[src/rtl/i2f_pkg.sv]
`timescale 1ns/1ps
package i2f_pkg;
    localparam int DATA_W  = 64;
    localparam int WORD_W  = 32;
    localparam int N_WORDS = DATA_W / WORD_W;
    localparam int EXP_W   = 8;
    localparam int FRAC_W  = 23;
    localparam int BIAS    = 127;
    localparam int IDX_W   = $clog2(DATA_W);
    localparam int WIDX_W  = $clog2(WORD_W);
    localparam int SIG_W   = FRAC_W + 1;
    localparam int TAIL_W  = DATA_W - SIG_W;

    typedef struct packed {
        logic              neg;
        logic [DATA_W-1:0] mag;
    } magnitude_t;

    typedef struct packed {
        logic             found;
        logic [IDX_W-1:0] idx;
    } lead_t;

    // exponent (without the implicit +1 from the hidden bit) for a lead index
    function automatic logic [EXP_W-1:0] exp_base(input logic [IDX_W-1:0] idx);
        return EXP_W'(BIAS - 1) + EXP_W'(idx);
    endfunction
endpackage

[src/rtl/i2f_magnitude.sv]
`timescale 1ns/1ps
module i2f_magnitude
    import i2f_pkg::*;
(
    input  logic [DATA_W-1:0] data,
    input  logic              is_signed,
    output magnitude_t        mag_o
);
    logic              neg;
    logic [N_WORDS:0]  carry;
    logic [DATA_W-1:0] negated;

    assign neg      = is_signed & data[DATA_W-1];
    assign carry[0] = 1'b1;

    // invert-plus-one, one word at a time with a carry passed upward
    for (genvar w = 0; w < N_WORDS; w++) begin : g_word
        logic [WORD_W:0] sum;
        assign sum = {1'b0, ~data[w*WORD_W +: WORD_W]} + {{WORD_W{1'b0}}, carry[w]};
        assign negated[w*WORD_W +: WORD_W] = sum[WORD_W-1:0];
        assign carry[w+1] = sum[WORD_W];
    end

    assign mag_o.neg = neg;
    assign mag_o.mag = neg ? negated : data;
endmodule

[src/rtl/i2f_lead_one.sv]
`timescale 1ns/1ps
module i2f_lead_one #(
    parameter int W  = 32,
    parameter int IW = $clog2(W)
) (
    input  logic [W-1:0]  vec,
    output logic          found,
    output logic [IW-1:0] idx
);
    always_comb begin
        found = 1'b0;
        idx   = '0;
        for (int i = 0; i < W; i++) begin
            if (vec[i]) begin
                found = 1'b1;
                idx   = IW'(i);
            end
        end
    end
endmodule

[src/rtl/i2f_round_pack.sv]
`timescale 1ns/1ps
module i2f_round_pack
    import i2f_pkg::*;
(
    input  magnitude_t  mag_i,
    input  lead_t       lead_i,
    output logic [31:0] result
);
    logic [IDX_W-1:0]       shamt;
    logic [DATA_W-1:0]      norm;
    logic [SIG_W-1:0]       sig;
    logic [TAIL_W-1:0]      tail;
    logic                   half_bit;
    logic                   below_half;
    logic [EXP_W+FRAC_W-1:0] packed_w;
    logic [EXP_W+FRAC_W-1:0] rounded;

    assign shamt = IDX_W'(DATA_W - 1) - lead_i.idx;
    assign norm  = mag_i.mag << shamt;
    assign sig   = norm[DATA_W-1 -: SIG_W];
    assign tail  = norm[TAIL_W-1:0];

    assign half_bit   = tail[TAIL_W-1];
    assign below_half = |tail[TAIL_W-2:0];

    // hidden bit lands on the exponent LSB and lifts exp_base to its final value
    assign packed_w = {exp_base(lead_i.idx), {FRAC_W{1'b0}}}
                    + {{(EXP_W-1){1'b0}}, sig};

    always_comb begin
        rounded = packed_w + {{(EXP_W+FRAC_W-1){1'b0}}, half_bit};
        if (half_bit && !below_half)
            rounded[0] = 1'b0;
    end

    assign result = lead_i.found ? {mag_i.neg, rounded} : 32'h0;
endmodule

[src/rtl/i2f_convert.sv]
`timescale 1ns/1ps
module i2f_convert
    import i2f_pkg::*;
(
    input  logic              clk,
    input  logic              rst,
    input  logic              in_valid,
    input  logic [DATA_W-1:0] in_data,
    input  logic              in_signed,
    output logic              out_valid,
    output logic [31:0]       out_float
);
    magnitude_t        mag;
    lead_t             lead;
    logic [N_WORDS-1:0] word_found;
    logic [WIDX_W-1:0]  word_idx [N_WORDS];
    logic [31:0]        result;

    i2f_magnitude u_mag (
        .data      (in_data),
        .is_signed (in_signed),
        .mag_o     (mag)
    );

    for (genvar w = 0; w < N_WORDS; w++) begin : g_lod
        i2f_lead_one #(.W(WORD_W), .IW(WIDX_W)) u_lod (
            .vec   (mag.mag[w*WORD_W +: WORD_W]),
            .found (word_found[w]),
            .idx   (word_idx[w])
        );
    end

    // highest word holding a one decides the lead index
    always_comb begin
        lead.found = 1'b0;
        lead.idx   = '0;
        for (int w = 0; w < N_WORDS; w++) begin
            if (word_found[w]) begin
                lead.found = 1'b1;
                lead.idx   = IDX_W'(w * WORD_W) + IDX_W'(word_idx[w]);
            end
        end
    end

    i2f_round_pack u_rnd (
        .mag_i  (mag),
        .lead_i (lead),
        .result (result)
    );

    always_ff @(posedge clk) begin
        if (rst) begin
            out_valid <= 1'b0;
            out_float <= '0;
        end else begin
            out_valid <= in_valid;
            if (in_valid)
                out_float <= result;
        end
    end
endmodule

[config.mk]
export PLATFORM = sky130hd
export DESIGN_NAME = i2f_convert
export DESIGN_NICKNAME = d
export VERILOG_FILES = /design/src/rtl/i2f_pkg.sv /design/src/rtl/i2f_magnitude.sv /design/src/rtl/i2f_lead_one.sv /design/src/rtl/i2f_round_pack.sv /design/src/rtl/i2f_convert.sv
export SDC_FILE = /design/constraint.sdc
export NUM_CORES = 1
export LEC_CHECK = 0
export ABC_AREA = 1
export BUFFER_PORTS_ARGS = -buffer_cell sky130_fd_sc_hd__buf_2
export CORE_MARGIN = 3
export CORE_UTILIZATION = 50
export DETAILED_ROUTE_END_ITERATION = 10
export GPL_TIMING_DRIVEN = 0
export PLACE_DENSITY = 0.7
export SLEW_MARGIN = 20
export SYNTH_ARGS = -nofsm -noshare
export SYNTH_HDL_FRONTEND = slang
export SYNTH_SLANG_ARGS = --single-unit
[constraint.sdc]
create_clock -name clk -period 11.4 [get_ports clk]
set_input_delay 0.57 -clock clk [delete_from_list [all_inputs] [get_ports clk]]
set_output_delay 0.57 -clock clk [all_outputs]
set_load 0.05 [all_outputs]
==> flow_summary.rst <==
.. list-table::
   :header-rows: 1

   * - Metric
     - Value
   * - Area leader, netlist
     - nand3_1
   * - Number of routed nets with antenna violations
     - 0
   * - Post-route clock period utilization
     - between 70% and 80%
   * - Critical Path Source Type
     - input pin
   * - Req. time, crit path
     - 11.55 ns
   * - CTS H-Tree Depth
     - 2
   * - Yosys warns
     - 0
   * - Proportion of register bits with asynchronous set or reset after synthesis
     - 0%
   * - Worst Setup Slack, final
     - 2.37 ns
   * - Total number of vias
     - 13,434
   * - Effective utilization at floorplan
     - 51.3%
   * - Peak ir drop on the vdd network
     - 0.0965 mV
   * - Clock insertion delay at the later pin of the skew report
     - 0.29 ns
   * - Share of post-route cells with drive strength above 1
     - 12.5%
   * - Post-CTS setup-driven buffer insertion count
     - 0
   * - Largest family of logic cells by synthesized area
     - simple AND/OR/NAND/NOR gates
   * - Count of mapped cells out of synthesis
     - 1,850
   * - Max incr delay on CP
     - approximately 0.6 ns
   * - Clock slew seen by the registers of the worst setup and hold paths
     - 0.06 ns
   * - Net count after synthesis
     - between 1,500 and 2,000
   * - Cells resized by post-CTS repair
     - 0
   * - Routed wire length
     - 42.5 mm
   * - Number of distinct standard cells referenced by the synthesized netlist
     - 54
   * - I/O pin total
     - 101
   * - Clock tree from TritonCTS
     - built
   * - Place WS
     - 2.55 ns
   * - CTS Sinks
     - 33
   * - Number of global-route vias before repair
     - 12,351
   * - GRT Total Usage
     - 41.3%
   * - Mux contribution to synthesized area
     - 0%
   * - HPWL reported at the end of detailed placement
     - 35.2 mm
   * - Post-layout min period
     - 9.03 ns
   * - Remaining routing DRC violations
     - 0
   * - Maximum number of pins on one net before global-route repair
     - 12
   * - Highest Clock Rate
     - roughly 0.11 GHz
   * - Total global routing overflow
     - 0
   * - Maximum buffer depth of the clock tree
     - 2
   * - Total power divided by cell area
     - approximately 110 nW/µm²
   * - Number of register bits inferred by synthesis
     - 33
   * - P_leak
     - approximately 0.0053 µW
   * - Sequential element share of the synthesized area
     - just over 7%
   * - Number of buffer and inverter instances along the worst setup path
     - 9
   * - Count of maximum capacitance violations
     - 0
   * - Hold violation count in the final report
     - 0
   * - RSZ-0062 raised after global routing
     - false
   * - Post-detailed-route wirelength per cell
     - 19.5 µm
   * - Worst Path Class, Setup
     - in -> reg
   * - Buffers added on ports
     - 98
   * - Wire length of the first global-routing pass
     - 66.0 mm
   * - Cell family contributing the most delay on the critical path
     - simple AND/OR/NAND/NOR gates
   * - Syn Area/Cell
     - 5.03 µm²
   * - Post-synthesis instance area
     - 9300 µm²
   * - Clock Skews
     - 0 ns
   * - Data arrival time of the critical path
     - a little over 9 ns
   * - Ant diodes
     - 0
   * - Most used DFF post-synth
     - dfxtp_1
   * - Setup_tns
     - 0 ns
   * - Slowest cell on the critical path
     - buf_1
   * - Most frequent cell after synthesis
     - nand2_1
   * - Status
     - complete, no violations
   * - Area share of and/or/nand/nor cells after synthesis
     - 65.2%
   * - Adder and majority gate portion of the synthesized area
     - under 10%
   * - Hold Crit Class
     - reg -> reg
   * - Post-cts hold buffer count
     - 0
   * - Synthesized-area fraction occupied by xor and xnor cells
     - 4.85%
   * - Placeable core region
     - 18,100 µm²
   * - Final setup violation count
     - 0
   * - Worst Path Max Fanout
     - 10
   * - Synth top area cells
     - nand3_1 27%, nand2_1 25%, dfxtp_1 7.1%, inv_1 5.6%, nor2_1 4.8%
   * - Worst-Margin Slew
     - between 1 and 1.5 ns
   * - Final-report max-slew violation count
     - 0
   * - Chip height
     - 142 µm
   * - Std cell rows
     - a little under 50
   * - Signed area change from the synthesized netlist to the final layout
     - 9.84%
   * - Most common library cells after synthesis
     - 631 x nand2_1, 506 x nand3_1, 139 x inv_1
   * - Die Footprint
     - 20,300 µm²
   * - Initial antenna violation count
     - 0
   * - Clk root buf
     - clkbuf_16
   * - Detailed-router iteration count before antenna repair
     - 6
   * - Area share of the largest cell type after synthesis
     - between 20% and 30%
   * - Num CTS Buffers
     - 5
   * - Die extent in x
     - 142 µm
   * - Total Nets Final
     - about 2,000
   * - Starting DRT DRC Count
     - 1,785
   * - Relative slew margins
     - around a fifth
   * - Kind of capture point of the worst setup path
     - flip-flop
   * - Number of enable-type register cells in the synthesized netlist
     - 0
   * - Fraction of the mapped netlist area in compound gates
     - a little under a tenth
   * - Average vias per placed instance
     - 6.15
   * - Gpl congestion
     - 1.10
path summary, 6_finish.rpt:
check	start	to	slack, ns	cells past startpoint
setup / recovery	in_data[0]	out_float[27]	2.37	44
hold / removal	out_float[15]	out_float[15]	0.46	2
setup reg to reg	out_float[6]	out_float[6]	10.71	2
hold reg to reg	out_float[15]	out_float[15]	0.46	2
worst register-to-register path: cells and delay by family (launching register included):
| family | cells | cell delay, ns |
|---|---|---|
| AO/OA/AOI/OAI | 1 | 0.20 |
| flip-flops | 1 | 0.34 |
| AND/OR/NAND/NOR | 1 | 0.07 |
area by class of cell:
cell class | count | area (µm²)
well taps | 229 | 287
plain buffers | 95 | 512
fillers | 2022 | 7930
inverters | 164 | 618
clock buffers | 6 | 129
clock inverters | 2 | 10.0
flip-flops and latches | 33 | 661
multi-input cells | 1558 | 7510
repair buffers | 98 | 490
metrics by stage:
step                util, %  hold WS (ns)  cells  cell area [µm²]  power [µW]
detailed placement     55.6         0.453   2177            10100         987
CTS                    56.3         0.462   2185            10200        1120
finish                 56.3         0.462   2185            10200        1150
floorplan                 -         0.690   1850             9300         749
global placement       55.6         0.451   2177            10100         981
global route           56.3         0.472   2185            10200        1240
routing by layer:
layer  global-route usage (%)  up-vias  wire length [µm]
li1                         -     6340                 -
met1                     57.3     6068             17500
met2                     60.6      861             17500
met3                     9.31      165              5230
met4                     19.2        0              2240
met5                        0        -                 0
cells in the final DEF, fill, tap and decap left out, drive strengths merged, types with 2 or more instances in the layout:
cell    synthesis  routed
nand3b          6       6
inv           162     162
o31ai           3       3
o21ai          50      50
a41o            2       2
nor3           17      17
nand3         507     507
xor2           37      37
ha              9       9
a21oi          72      72
clkinv          2       4
o21a            3       3
dfxtp          33      33
xnor2          12      12
nand4          28      28
o211ai          4       4
nand2         644     644
nor2          141     141
a211oi          4       4
o21bai          2       2
nor4           10      10
clkbuf         31      37
buf            64     162
cells by family (layout without fill, tap and decap cells):
| logic type | count (synthesis) | in the layout |
|---|---|---|
| buffers and inverters | 259 | 365 |
| flip-flops | 33 | 33 |
| adder cells (fa/ha/maj) | 9 | 9 |
| XOR/XNOR | 49 | 49 |
| AND/OR/NAND/NOR | 1355 | 1355 |
| AO/OA/AOI/OAI | 145 | 145 |
report_power, final:
part	total (µW)	switching [µW]	internal [µW]
sequential	137	6.90	130
combinational	880	631	249
clock	135	54.4	80.3
total	1150	692	459
registers in the layout, summed over array words and instances (netlist names):
signal	count
out_valid	1
out_float	32
No activity file was read; power rests on OpenSTA's default activity.
